## config.mk

```make
export PLATFORM = sky130hd
export DESIGN_NAME = rs_err_monitor
export DESIGN_NICKNAME = d
export VERILOG_FILES = /design/src/rtl/rs_mon_pkg.sv /design/src/rtl/rs_mon_lane.sv /design/src/rtl/rs_mon_stats.sv /design/src/rtl/rs_err_monitor.sv
export SDC_FILE = /design/constraint.sdc
export NUM_CORES = 1
export LEC_CHECK = 0
export ABC_AREA = 1
export BUFFER_PORTS_ARGS = -buffer_cell sky130_fd_sc_hd__buf_2
export CAP_MARGIN = 20
export CORE_MARGIN = 1.5
export CORE_UTILIZATION = 56
export CTS_CLUSTER_SIZE = 8
export DETAILED_ROUTE_END_ITERATION = 8
export PLACE_DENSITY = 0.89
export SKIP_CTS_REPAIR_TIMING = 1
export SLEW_MARGIN = 20
export SYNTH_ARGS = -nofsm -noshare
export SYNTH_HDL_FRONTEND = slang
export SYNTH_HIERARCHICAL = 1
export SYNTH_SLANG_ARGS = --single-unit
```

## constraint.sdc

```tcl
create_clock -name clk -period 3.1 [get_ports clk]
set_clock_uncertainty 0.2 [all_clocks]
set_input_delay 0.465 -clock clk [delete_from_list [all_inputs] [get_ports clk]]
set_output_delay 0.465 -clock clk [all_outputs]
set_load 0.02 [all_outputs]
```

## src/rtl/rs_mon_pkg.sv

```systemverilog
package rs_mon_pkg;

    localparam int SYM_W   = 8;
    localparam int ERR_W   = 5;
    localparam int CH_W    = 4;
    localparam int POS_W   = 8;

    typedef struct packed {
        logic [CH_W-1:0]  ch;
        logic [POS_W-1:0] sym;
    } pos_entry_t;

    localparam int ENTRY_W = $bits(pos_entry_t);

    function automatic logic sym_corrected(input logic [SYM_W-1:0] raw,
                                           input logic [SYM_W-1:0] fixed);
        return |(raw ^ fixed);
    endfunction

endpackage

```

## src/rtl/rs_mon_lane.sv

```systemverilog
module rs_mon_lane
    import rs_mon_pkg::*;
#(
    parameter int unsigned NCH       = 2,
    parameter int unsigned N         = 255,
    parameter int unsigned POS_DEPTH = 16,
    localparam int RD_W   = $clog2(POS_DEPTH),
    localparam int FILL_W = $clog2(POS_DEPTH + 1)
) (
    input  logic               clk,
    input  logic               rst,
    input  logic               blk_start,
    input  logic               info_end,
    input  logic [SYM_W-1:0]   dec_data,
    input  logic [SYM_W-1:0]   dec_raw,
    input  logic [RD_W-1:0]    rd_idx,
    output logic               wr_o,
    output logic [SYM_W-1:0]   data_o,
    output pos_entry_t         rd_entry,
    output logic [FILL_W-1:0]  fill_o,
    output logic               ovf_o
);

    // write window
    logic bs_q, ie_q, win_q;
    logic [SYM_W-1:0] data_q;
    logic start, active;

    assign start  = blk_start & ~bs_q;
    assign active = blk_start | (win_q & ~(ie_q & ~info_end));

    always_ff @(posedge clk) begin
        if (rst) begin
            bs_q   <= 1'b0;
            ie_q   <= 1'b0;
            win_q  <= 1'b0;
            data_q <= '0;
        end else begin
            bs_q   <= blk_start;
            ie_q   <= info_end;
            win_q  <= active;
            data_q <= dec_data;
        end
    end

    assign wr_o   = win_q;
    assign data_o = data_q;

    // position counter
    logic [CH_W-1:0]  ch_q, cur_ch;
    logic [POS_W-1:0] sym_q, cur_sym;
    logic             run_q, running, last_ch, last_sym;

    assign cur_ch   = start ? '0 : ch_q;
    assign cur_sym  = start ? '0 : sym_q;
    assign running  = start | run_q;
    assign last_ch  = (cur_ch == CH_W'(NCH - 1));
    assign last_sym = (cur_sym == POS_W'(N - 1));

    always_ff @(posedge clk) begin
        if (rst) begin
            ch_q  <= '0;
            sym_q <= '0;
            run_q <= 1'b0;
        end else if (running) begin
            if (last_ch) begin
                ch_q <= '0;
                if (last_sym) begin
                    sym_q <= cur_sym;
                    run_q <= 1'b0;
                end else begin
                    sym_q <= cur_sym + POS_W'(1);
                    run_q <= 1'b1;
                end
            end else begin
                ch_q  <= cur_ch + CH_W'(1);
                sym_q <= cur_sym;
                run_q <= 1'b1;
            end
        end
    end

    // position store
    pos_entry_t        mem [POS_DEPTH];
    logic [FILL_W-1:0] fill_q, base_fill;
    logic              ovf_q, hit;

    assign base_fill = start ? '0 : fill_q;
    assign hit       = running & sym_corrected(dec_raw, dec_data);

    always_ff @(posedge clk) begin
        if (rst) begin
            fill_q <= '0;
            ovf_q  <= 1'b0;
            for (int i = 0; i < int'(POS_DEPTH); i++) mem[i] <= '0;
        end else begin
            fill_q <= base_fill;
            ovf_q  <= start ? 1'b0 : ovf_q;
            if (hit) begin
                if (base_fill < FILL_W'(POS_DEPTH)) begin
                    mem[base_fill[RD_W-1:0]] <= '{ch: cur_ch, sym: cur_sym};
                    fill_q <= base_fill + FILL_W'(1);
                end else begin
                    ovf_q <= 1'b1;
                end
            end
        end
    end

    assign rd_entry = mem[rd_idx];
    assign fill_o   = fill_q;
    assign ovf_o    = ovf_q;

    AST_WR_OPEN: assert property (@(posedge clk) disable iff (rst)
        blk_start |=> wr_o);
    AST_WR_CLOSE: assert property (@(posedge clk) disable iff (rst)
        ($past(info_end) && !info_end && !blk_start) |=> !wr_o);
    AST_FILL_BOUND: assert property (@(posedge clk) disable iff (rst)
        fill_q <= FILL_W'(POS_DEPTH));
    AST_OVF_FULL: assert property (@(posedge clk) disable iff (rst)
        ovf_q |-> (fill_q == FILL_W'(POS_DEPTH)));
    AST_SYM_RANGE: assert property (@(posedge clk) disable iff (rst)
        run_q |-> (sym_q <= POS_W'(N - 1)));

endmodule

```

## src/rtl/rs_mon_stats.sv

```systemverilog
module rs_mon_stats
    import rs_mon_pkg::*;
#(
    parameter int unsigned NDEC  = 2,
    parameter int unsigned ACC_W = 16
) (
    input  logic                   clk,
    input  logic                   rst,
    input  logic [NDEC*ERR_W-1:0]  err_cnt,
    input  logic [NDEC-1:0]        err_found,
    input  logic [NDEC-1:0]        dec_fail,
    input  logic                   irq_clr,
    output logic [NDEC*ERR_W-1:0]  cnt_o,
    output logic [ACC_W-1:0]       total_o,
    output logic                   irq_o
);

    localparam int SUM_W = ERR_W + $clog2(NDEC + 1);
    localparam int WW    = ACC_W + 1;

    logic any_found, any_fail;
    assign any_found = |err_found;
    assign any_fail  = |dec_fail;

    logic [ERR_W-1:0] cnt_q [NDEC];

    for (genvar d = 0; d < int'(NDEC); d++) begin : g_cnt
        always_ff @(posedge clk) begin
            if (rst) cnt_q[d] <= '0;
            else if (any_found && !dec_fail[d]) cnt_q[d] <= err_cnt[d*ERR_W +: ERR_W];
        end
        assign cnt_o[d*ERR_W +: ERR_W] = cnt_q[d];

        AST_FAIL_FREEZE: assert property (@(posedge clk) disable iff (rst)
            dec_fail[d] |=> $stable(cnt_q[d]));
    end

    logic [SUM_W-1:0] sum;
    always_comb begin
        sum = '0;
        for (int d = 0; d < int'(NDEC); d++)
            if (err_found[d] && !dec_fail[d])
                sum = sum + SUM_W'(err_cnt[d*ERR_W +: ERR_W]);
    end

    logic [ACC_W-1:0] total_q;
    logic [WW-1:0]    wide;
    assign wide = {1'b0, total_q} + WW'(sum);

    logic irq_q;
    always_ff @(posedge clk) begin
        if (rst) begin
            total_q <= '0;
            irq_q   <= 1'b0;
        end else begin
            total_q <= wide[ACC_W] ? '1 : wide[ACC_W-1:0];
            if (any_fail)     irq_q <= 1'b1;
            else if (irq_clr) irq_q <= 1'b0;
        end
    end

    assign total_o = total_q;
    assign irq_o   = irq_q;

    AST_IRQ_SET: assert property (@(posedge clk) disable iff (rst)
        any_fail |=> irq_o);
    AST_IRQ_HOLD: assert property (@(posedge clk) disable iff (rst)
        (irq_o && !irq_clr) |=> irq_o);
    AST_TOTAL_MONO: assert property (@(posedge clk) disable iff (rst)
        any_found |=> (total_o >= $past(total_o)));

endmodule

```

## src/rtl/rs_err_monitor.sv

```systemverilog
module rs_err_monitor
    import rs_mon_pkg::*;
#(
    parameter int unsigned NDEC      = 2,
    parameter int unsigned NCH       = 2,
    parameter int unsigned N         = 255,
    parameter int unsigned POS_DEPTH = 16,
    parameter int unsigned ACC_W     = 16
) (
    input  logic                                  clk,
    input  logic                                  rst,
    input  logic [NDEC-1:0]                       blk_start,
    input  logic [NDEC-1:0]                       info_end,
    input  logic [NDEC*SYM_W-1:0]                 dec_data,
    input  logic [NDEC*SYM_W-1:0]                 dec_raw,
    input  logic [NDEC*ERR_W-1:0]                 err_cnt,
    input  logic [NDEC-1:0]                       err_found,
    input  logic [NDEC-1:0]                       dec_fail,
    input  logic                                  irq_clr,
    input  logic [(NDEC > 1 ? $clog2(NDEC) : 1)-1:0] rd_dec,
    input  logic [$clog2(POS_DEPTH)-1:0]          rd_idx,
    output logic [NDEC-1:0]                       fifo_wr,
    output logic [NDEC*SYM_W-1:0]                 fifo_data,
    output logic [NDEC*ERR_W-1:0]                 cnt_stat,
    output logic [ACC_W-1:0]                      total_corr,
    output logic                                  fail_irq,
    output logic [ENTRY_W-1:0]                    rd_entry,
    output logic [$clog2(POS_DEPTH+1)-1:0]        rd_fill,
    output logic                                  rd_ovf
);

    localparam int FILL_W = $clog2(POS_DEPTH + 1);

    pos_entry_t        lane_entry [NDEC];
    logic [FILL_W-1:0] lane_fill  [NDEC];
    logic              lane_ovf   [NDEC];

    for (genvar d = 0; d < int'(NDEC); d++) begin : g_lane
        rs_mon_lane #(
            .NCH       (NCH),
            .N         (N),
            .POS_DEPTH (POS_DEPTH)
        ) u_lane (
            .clk       (clk),
            .rst       (rst),
            .blk_start (blk_start[d]),
            .info_end  (info_end[d]),
            .dec_data  (dec_data[d*SYM_W +: SYM_W]),
            .dec_raw   (dec_raw[d*SYM_W +: SYM_W]),
            .rd_idx    (rd_idx),
            .wr_o      (fifo_wr[d]),
            .data_o    (fifo_data[d*SYM_W +: SYM_W]),
            .rd_entry  (lane_entry[d]),
            .fill_o    (lane_fill[d]),
            .ovf_o     (lane_ovf[d])
        );
    end

    always_comb begin
        rd_entry = '0;
        rd_fill  = '0;
        rd_ovf   = 1'b0;
        for (int d = 0; d < int'(NDEC); d++) begin
            if (int'(rd_dec) == d) begin
                rd_entry = lane_entry[d];
                rd_fill  = lane_fill[d];
                rd_ovf   = lane_ovf[d];
            end
        end
    end

    rs_mon_stats #(
        .NDEC  (NDEC),
        .ACC_W (ACC_W)
    ) u_stats (
        .clk       (clk),
        .rst       (rst),
        .err_cnt   (err_cnt),
        .err_found (err_found),
        .dec_fail  (dec_fail),
        .irq_clr   (irq_clr),
        .cnt_o     (cnt_stat),
        .total_o   (total_corr),
        .irq_o     (fail_irq)
    );

endmodule

```

==> results.yml, run 1 <==
power_and_ir_drop:
  p_clk_share_pct: 43.1
  ir_drop_mv: 0.393
  power.density_mw_per_mm2: 566
  p_int_mw: 11.8
  sequentialPowerShare_pct: 45.5
  power_switching_mw: 4.08
  switching_share_pct: 25.7
  p_leak_nw: 10.5
  p_comb_share_pct: 11.4
floorplan:
  num_rows: 76
  coreArea_mm2: 0.0430
  die_area_mm2: 0.0448
  die_w_um: 212
  num_io_pins: 121
  start_util_pct: 56.7
  dieHeight_um: 212
yosys:
  syn_inst: 2405
  netlist_area_mm2: 0.0244
  synth_top_area_share_pct: 48.5
  ys_ff_latch: 471
  seq_area_frac_synth_pct: 54.9
  yosys.area.top_type: "edfxtp_1"
  synth.avg_cell_area_um2: 10.1
  synth_ff_type: "edfxtp_1"
  synth-async-reset-ratio_pct: 0
  synth_area_leaders: "edfxtp_1 49%, nor3_2 8.3%, dfxtp_1 6.3%, nand2_1 4.8%, o21ai_0 4.3%"
  ys_warn_count: 6
  syn_nets: 2488
  synth_cell_types: 50
  synth_edf_count: 394
timing:
  finalCritPeriodShare_pct: 97.9
  finalCriticalPeriod_ns: 3.04
  clock.fmax_mhz: 329
  report.final.slew_viol_count: 0
  tightest_slew_ns: 0.567
  slew-limit-headroom_pct: 62.2
  finalSetupViolations: 0
  hold_viol: 0
  whs_ns: 0.0198
setup_path:
  crit_end: "rd_entry[1]"
  end_kind: "primary output"
  crit_path_start_kind: "input port"
  slowest_delay_ns: 0.32
  worst_r2r_endpoint: "g_lane[0].u_lane/mem[7][1]"
  crit_cells: 10
  ff2ff_setup_slack_ns: 0.51
  criticalPathCategory: "input port to primary output"
  r2r_cells: 8
  crit_required_ns: 2.43
  cp_slowest_cell: "clkinvlp_4"
  crit_path_max_fanout: 16
  crit_buf_inv: 4
  critPathArrivalTime_ns: 2.37
  cp_cell_sequence: "buf_2 > clkinvlp_4 > buf_4 > o21ai_0 > o22ai_1 > o211ai_1 > nand2_1 > nand2_1 > nand2_1 > buf_2"
  reg2reg_from: "g_lane[0].u_lane/bs_q"
  crit_top_cell: "nand2_1"
  path_delay_family: "buffers and inverters"
  crit_start: "rd_idx[1]"
placement:
  dpl.hpwl_mm: 42.8
  place_congestion: 0.945
  io_buffers: 120
  dpl_cell_area_mm2: 0.0259
  dp.cells: 3066
route:
  firstDrtPassIters: 7
  drc_errors: 0
  ant_nets: 0
  wl_per_cell_um: 21.3
  drt_iter0_drc: 2394
  vias: 19597
  routed_wl_mm: 67.8
  vias_per_cell: 6.15
global_routing:
  overflow: 0
  grt_max_degree: 97
  met1_usage_pct: 38.4
  grt-busiest-layer: "met2"
  grt_pass1_wl_mm: 103
  grt_util_met2_pct: 48.3
  grt_usage_pct: 29.9
  met3_usage_pct: 6.82
  antenna_found_initial: 1
  grt_pass1_vias: 19110
clock_network:
  max-clock-path-buffers: 3
  clkTransAtPathRegs_ns: 0.05
  insertion_delay_ns: 0.59
  htree_levels: 3
  cts_tree: "done"
  cts.sinks: 471
  numCtsBuffers: 69
  cts-root-buf: "clkbuf_16"
layout:
  drive_gt1_share_pct: 23.8
  finalNonFillerCells: 3187
  design_area_mm2: 0.0281
  layout_commonest_cell: "edfxtp_1"
  fin_nets: 2656
  layout_common_cells: "394 x edfxtp_1, 313 x nand2_1, 248 x nor2_1"
  area_growth_pct: 15.1
  final_util_pct: 65.3
  fill_cells: 3061
run:
  cap_violations: 0
min_path:
  hold_class: "input port to register"
status:
  status: "finished clean"
==> power groups by stage <==
stage               logic [mW]  clock network, mW  registers, mW
floorplan                 1.10                  0           7.35
global placement          1.66                  0           7.32
detailed placement        1.71                  0           7.33
CTS                       1.74               6.89           7.22
global route              1.92               7.15           7.24
finish                    1.81               6.85           7.22
==> per-layer routing <==
layer  wire length, µm  part of all wire, %
met1             24600                   36
met2             32100                   47
met3              8300                   12
met4              2840                  4.2
met5                 0                    0
==> tightest hold or removal path, delay by kind of cell <==
kind / cells / cell delay (ns)
buf+inv: 2 / 0.11
simple gates: 1 / 0.10
==> flip-flops by register name (all words and copies together), names as in the netlist <==
name	count
g_lane.u_lane/bs_q	2
g_lane.u_lane/ch_q	8
g_lane.u_lane/data_o	16
g_lane.u_lane/fill_o	10
g_lane.u_lane/ie_q	2
g_lane.u_lane/mem	384
g_lane.u_lane/ovf_o	2
g_lane.u_lane/run_q	2
g_lane.u_lane/sym_q	16
g_lane.u_lane/wr_o	2
u_stats/cnt_q	10
u_stats/irq_o	1
u_stats/total_o	16
==> how the worst min path moves through the flow <==
stage                                 startpoint                endpoint  slack (ns)  depth (start not counted)
final                                 err_cnt[3]     u_stats/cnt_q[0][3]        0.02                          3
after global routing                     irq_clr           u_stats/irq_o        0.05                          4
after CTS                            info_end[1]   g_lane[1].u_lane/ie_q       -0.10                          3
after detailed placement  g_lane[0].u_lane/ovf_o  g_lane[0].u_lane/ovf_o        0.26                          2
after global placement     g_lane[1].u_lane/wr_o   g_lane[1].u_lane/wr_o        0.25                          2
after floorplan           g_lane[0].u_lane/ovf_o  g_lane[0].u_lane/ovf_o        0.24                          2
==> cell usage after synthesis, types with 3 or more instances <==
cell      number
nand2_2       17
o211ai_1      56
nand2_1      313
buf_8         12
nor3_1       126
buf_4          6
buf_1         11
nand2_4        8
clkbuf_1      82
buf_6         16
mux2i_1       48
xor2_1         8
a31oi_1        4
clkinv_1       7
nand4_1       11
edfxtp_1     394
o21ai_0      209
o21bai_1       5
nand3_4        3
buf_2         62
nor3_2       201
dfxtp_1       77
xnor2_1       16
inv_2          7
nor2_2         7
ha_1          23
nor2_1       249
inv_1        186
nor2_4         8
o22ai_1        7
nand3_1       65
nand3_2       11
a21oi_1       88
o221ai_1      41
==> kinds of logic (layout without fill, tap and decap cells) <==
group,after synthesis,in the layout,synth area share [%]
fa+ha+maj,25,25,1.34
other cells,0,1,0
compound gates,417,417,9.97
buf+inv,392,587,7.53
simple gates,1028,1029,23.5
flops,471,471,54.9
mux,48,48,1.97
xor+xnor,24,24,0.862
==> metrics by stage <==
stage | power [mW] | setup TNS (ns) | worst slack, ns
3_3_place_gp | 8.98 | -3.05 | -0.239
5_1_grt | 16.3 | -0.00580 | -0.00580
2_1_floorplan | 8.46 | 0 | 0.00826
3_5_place_dp | 9.05 | -4.79 | -0.344
6_report | 15.9 | 0 | 0.0648
4_1_cts | 15.9 | 0 | 0.0951
==> cell type report <==
cell class                      count  area (µm²)  share of cell area, %
Clock buffer                       90        1810                   6.43
Sequential cell                   471       13400                   47.6
Timing Repair Buffer              285        2050                   7.29
Multi-Input combinational cell   1543        9200                   32.8
Antenna cell                        1        2.50                0.00891
Inverter                          203         776                   2.76
Tap cell                          585         732                   2.61
Clock inverter                      9         133                  0.472
Power figures use the tool's default switching activity.
==> run 2: changes to the inputs <==
ABC_AREA = default   (was 1)
CELL_PAD_IN_SITES_DETAIL_PLACEMENT = 0   (was default)
CELL_PAD_IN_SITES_GLOBAL_PLACEMENT = 1   (was default)
CORE_UTILIZATION = 46   (was 56)
PLACE_DENSITY = 0.88   (was 0.89)
==> results.yml, run 2 <==
clock_network:
  insertion_delay_ns: 0.57
  cts-root-buf: "clkbuf_16"
  clkTransAtPathRegs_ns: 0.05
  numCtsBuffers: 68
  cts_tree: "done"
  max-clock-path-buffers: 3
  cts.sinks: 471
  htree_levels: 3
layout:
  drive_gt1_share_pct: 27.3
  finalNonFillerCells: 2480
  largest_reg_flops: 384
  largest-register: "g_lane.u_lane/mem"
  layout_commonest_cell: "edfxtp_1"
  register_area_mm2: 0.0134
  area_growth_pct: 19.5
  fin_nets: 1935
  fill_cells: 3605
  antenna_cells: 0
  multi_input_area_mm2: 0.00792
  layout_common_cells: "394 x edfxtp_1, 391 x nor2_1, 120 x mux4_2"
power_and_ir_drop:
  total_power_mw: 15.2
  p_comb_share_pct: 9.7
  ir_drop_mv: 0.390
  sequentialPowerShare_pct: 47.6
  p_leak_nw: 9.04
  power.density_mw_per_mm2: 586
  p_int_mw: 11.8
  p_clk_share_pct: 42.7
  power_switching_mw: 3.44
  switching_share_pct: 22.6
global_routing:
  grt_pass1_vias: 14866
  grt_max_degree: 49
  overflow: 0
  grt_util_met2_pct: 38.7
  grt_usage_pct: 23.5
  grt_pass1_wl_mm: 85.2
  met3_usage_pct: 6.27
  grt-busiest-layer: "met2"
  met1_usage_pct: 30.1
  antenna_found_initial: 3
setup_path:
  slowest_delay_ns: 0.56
  critPathArrivalTime_ns: 2.48
  r2r_cells: 7
  crit_path_start_kind: "register"
  end_kind: "primary output"
  crit_required_ns: 2.43
  worst_r2r_endpoint: "g_lane[1].u_lane/mem[7][9]"
  crit_end: "rd_entry[9]"
  crit_top_cell: "mux4_2"
  criticalPathCategory: "register to primary output"
  cp_slowest_cell: "mux4_2"
  crit_start: "g_lane[0].u_lane/mem[15][9]"
  ff2ff_setup_slack_ns: 0.43
  reg2reg_from: "g_lane[1].u_lane/bs_q"
  cp_cell_sequence: "mux4_2 > mux4_2 > mux2_4 > buf_6"
  crit_path_max_fanout: 1
timing:
  tightest_slew_ns: 1.02
  whs_ns: -0.0233
  finalSetupViolations: 4
  slew-limit-headroom_pct: 31.7
  rsz0062_at_grt: "yes"
  final.setup.tns_ns: -0.0837
  hold_viol: 3
  finalCritPeriodShare_pct: 101
  finalCriticalPeriod_ns: 3.14
  clock.fmax_mhz: 318
  setup_slack_ns: -0.0404
  report.final.slew_viol_count: 0
yosys:
  synth_cell_types: 70
  yosys.area.top_type: "edfxtp_1"
  netlist_area_mm2: 0.0217
  syn_inst: 1616
  synth_edf_count: 394
  synth.avg_cell_area_um2: 13.5
  yosysMostFrequentCell: "edfxtp_1"
  ys_ff_latch: 471
  synth_common_cells: "394 x edfxtp_1, 391 x nor2_1, 120 x mux4_2"
  synth_top_area_share_pct: 54.4
  synth-async-reset-ratio_pct: 0
  ys_warn_count: 6
  syn_nets: 1699
  synth_ff_type: "edfxtp_1"
  seq_area_frac_synth_pct: 61.5
  synth_area_leaders: "edfxtp_1 54%, mux4_2 12%, dfxtp_1 7.1%, nor2_1 6.8%, nand2_1 1.5%"
placement:
  io_buffers: 120
  dp.cells: 2363
  place_congestion: 0.835
  dpl.hpwl_mm: 37.1
  place_ws_ns: -0.469
route:
  drt_iter0_drc: 1417
  wl_per_cell_um: 22.6
  ant_nets: 0
  drc_errors: 0
  firstDrtPassIters: 5
  routed_wl_mm: 56.0
  vias: 14486
  vias_per_cell: 5.84
status:
  status: "finished, violations left"
  violations: "negative hold slack, negative setup slack"
floorplan:
  coreArea_mm2: 0.0466
  dieHeight_um: 220
  num_io_pins: 121
  start_util_pct: 46.7
  num_rows: 79
  die_w_um: 220
  die_area_mm2: 0.0486
run:
  cap_violations: 0
min_path:
  hold_class: "input port to register"
  worstHoldStart: "blk_start[1]"
-- run 2: changes by cell type in the layout (fill, tap and decap cells not counted), sizes merged, moves of 42 or more --
cell,change
nand3,-42
nor3,-279
mux2i,-44
o21ai,-176
inv,-171
nand2,-253
a21oi,-48
nor2,+126
mux4,+120
o211ai,-43
-- run 2: cell families after synthesis --
group	after synthesis	synth area share, %
AOI/OAI and AO/OA	156	5.51
xor gates and xnor gates	33	1.33
adders and majority gates	25	1.51
buffers and inverters	118	2.71
DFF	471	61.5
muxes	145	13.9
and+or+nand+nor	668	13.5
-- run 2: cell type report --
cell class | count | area share [%]
Timing Repair Buffer | 259 | 7.72
Tap cell | 607 | 2.92
Sequential cell | 471 | 51.5
Multi-Input combinational cell | 1027 | 30.5
Clock buffer | 89 | 6.94
Inverter | 25 | 0.361
Clock inverter | 2 | 0.0674
-- run 2: critical path, delay by kind of cell, from the launching register on --
kind	cells	cell delay (ns)
mux	3	1.41
flops	1	0.37
buf+inv	1	0.13
-- run 2: metal layers --
metal,wire [µm],up-vias
met4,1460,4
li1,-,6472
met3,5910,111
met1,21300,7162
met5,33,-
met2,27300,737
-- run 2: power groups by stage --
stage	Clock (mW)	Sequential, mW	Combinational, mW
after CTS	6.59	7.23	1.40
after global routing	6.87	7.25	1.57
after detailed placement	0	7.35	1.39
after floorplan	0	7.36	0.824
final	6.50	7.23	1.48
after global placement	0	7.33	1.37
-- run 2: per-stage QoR --
stage / utilization (%) / instance area [µm²] / hold WS, ns
2_1_floorplan: - / 21800 / 0.231
3_3_place_gp: 50.9 / 23700 / 0.262
3_5_place_dp: 50.9 / 23700 / 0.277
4_1_cts: 54.8 / 25500 / -0.0879
5_1_grt: 55.8 / 26000 / 0.000436
6_report: 55.8 / 26000 / -0.0233
-- run 2: worst min-delay path by stage --
stage | end | slack (ns) | cells after the start
finish | g_lane[1].u_lane/wr_o | -0.02 | 3
global placement | g_lane[0].u_lane/wr_o | 0.26 | 2
detailed placement | g_lane[1].u_lane/wr_o | 0.28 | 2
floorplan | g_lane[1].u_lane/ovf_o | 0.23 | 2
CTS | g_lane[1].u_lane/data_o[1] | -0.09 | 2
global route | g_lane[1].u_lane/wr_o | 0.0004 | 3
==> run 3: changes to the inputs <==
CELL_PAD_IN_SITES_GLOBAL_PLACEMENT = 2   (was 1)
CORE_MARGIN = 4   (was 1.5)
CORE_UTILIZATION = 39   (was 46)
PLACE_DENSITY = 0.87   (was 0.88)
==> results.yml, run 3 (synthesis results as in run 2) <==
clock_network:
  htree_levels: 3
  numCtsBuffers: 68
  clkTransAtPathRegs_ns: 0.05
  cts-root-buf: "clkbuf_16"
  max-clock-path-buffers: 3
  cts.sinks: 471
  insertion_delay_ns: 0.59
  cts_tree: "done"
floorplan:
  start_util_pct: 39.5
  die_w_um: 244
  coreArea_mm2: 0.0551
  num_rows: 86
  num_io_pins: 121
  die_area_mm2: 0.0596
  dieHeight_um: 244
setup_path:
  ff2ff_setup_slack_ns: 0.42
  slowest_delay_ns: 0.56
  cp_slowest_cell: "mux4_2"
  crit_path_max_fanout: 1
  r2r_cells: 7
  crit_cells: 4
  crit_top_cell: "mux4_2"
  crit_path_start_kind: "register"
  end_kind: "primary output"
  critPathArrivalTime_ns: 2.48
  criticalPathCategory: "register to primary output"
  cp_cell_sequence: "mux4_2 > mux4_2 > mux2_4 > buf_6"
  crit_required_ns: 2.43
  path_delay_family: "multiplexers"
  crit_buf_inv: 1
route:
  drt_iter0_drc: 1504
  vias_per_cell: 5.45
  top_layer_used: "met4"
  drc_errors: 0
  m1WireLength_mm: 24.1
  ant_nets: 0
  routed_wl_mm: 58.0
  wl_met3_mm: 4.68
  vias: 14328
  met2_length_mm: 28.0
  wl_per_cell_um: 22.1
  firstDrtPassIters: 5
status:
  status: "finished, violations left"
  violations: "negative hold slack, negative setup slack"
layout:
  finalNonFillerCells: 2628
  drive_gt1_share_pct: 26.8
  layout_commonest_cell: "edfxtp_1"
  fin_nets: 1933
  fill_cells: 4923
  layout_common_cells: "394 x edfxtp_1, 391 x nor2_1, 120 x mux4_2"
  area_growth_pct: 20.8
  design_area_mm2: 0.0263
  antenna_cells: 0
  largest_reg_flops: 384
  largest-register: "g_lane.u_lane/mem"
power_and_ir_drop:
  total_power_mw: 15.4
  p_leak_nw: 9.07
  power.density_mw_per_mm2: 587
  ir_drop_mv: 0.347
placement:
  place_congestion: 0.841
  dpl_cell_area_mm2: 0.0238
  io_buffers: 120
  dpl.hpwl_mm: 38.6
  dp.cells: 2498
global_routing:
  overflow: 0
  antenna_found_initial: 0
  grt_pass1_vias: 14500
  grt_pass1_wl_mm: 88.1
  grt_max_degree: 49
  grt_usage_pct: 19.2
min_path:
  hold_class: "input port to register"
  holdPathStages: 2
timing:
  hold_viol: 2
  report.final.slew_viol_count: 0
  rsz0062_at_grt: "yes"
  final.setup.tns_ns: -0.151
  setup_slack_ns: -0.0415
  whs_ns: -0.00611
  tightest_slew_ns: 1.03
  finalCritPeriodShare_pct: 101
  slew-limit-headroom_pct: 31.4
  clock.fmax_mhz: 318
  finalSetupViolations: 7
  finalCriticalPeriod_ns: 3.14
run:
  cap_violations: 0
run 3: cell count changes in the layout (fill, tap and decap cells not counted), moves of 3 or more:
cell,previous run,this run
buf_4,101,93
clkbuf_1,20,26
o21ai_0,23,18
o21ai_1,14,19
dlygate4sd3_1,21,25
a21oi_1,36,39
a21oi_2,3,0
buf_6,18,15
clkbuf_16,70,73
clkinv_8,0,3
run 3: power by group:
group | switching, mW | leakage [nW] | internal, mW
Clock | 2.60 | 0.919 | 4.10
Combinational | 0.842 | 3.52 | 0.661
Sequential | 0.0973 | 4.64 | 7.13
run 3: cell type report:
type | instances | area, µm² | share of cell area [%]
multi-input combinational | 1027 | 7910 | 30.1
clock buffer | 96 | 1850 | 7.04
clock inverter | 4 | 57.6 | 0.219
tap | 748 | 936 | 3.56
timing repair buffer | 257 | 2050 | 7.79
inverter | 25 | 93.8 | 0.357
sequential | 471 | 13400 | 50.9
run 3: worst paths after layout:
| check | from | endpoint |
|---|---|---|
| min reg2reg | u_stats/irq_o | u_stats/irq_o |
| min | err_cnt[9] | u_stats/cnt_q[1][4] |
| max | g_lane[0].u_lane/mem[14][4] | rd_entry[4] |
| max reg2reg | g_lane[0].u_lane/bs_q | g_lane[0].u_lane/mem[1][10] |
run 3: metal layers:
layer  GRT usage [%]  vias to the layer above
met2            31.1                      627
met3            3.75                       77
li1                -                     6490
met1            26.5                     7134
met4            5.79                        0
met5               0                        -
run 3: stage by stage:
stage                     setup slack (ns)  utilization [%]
after floorplan                    -0.0919                -
after global placement              -0.504             43.2
after detailed placement            -0.524             43.2
after CTS                          -0.0998             46.7
after global routing               -0.0808             47.7
final                              -0.0415             47.7
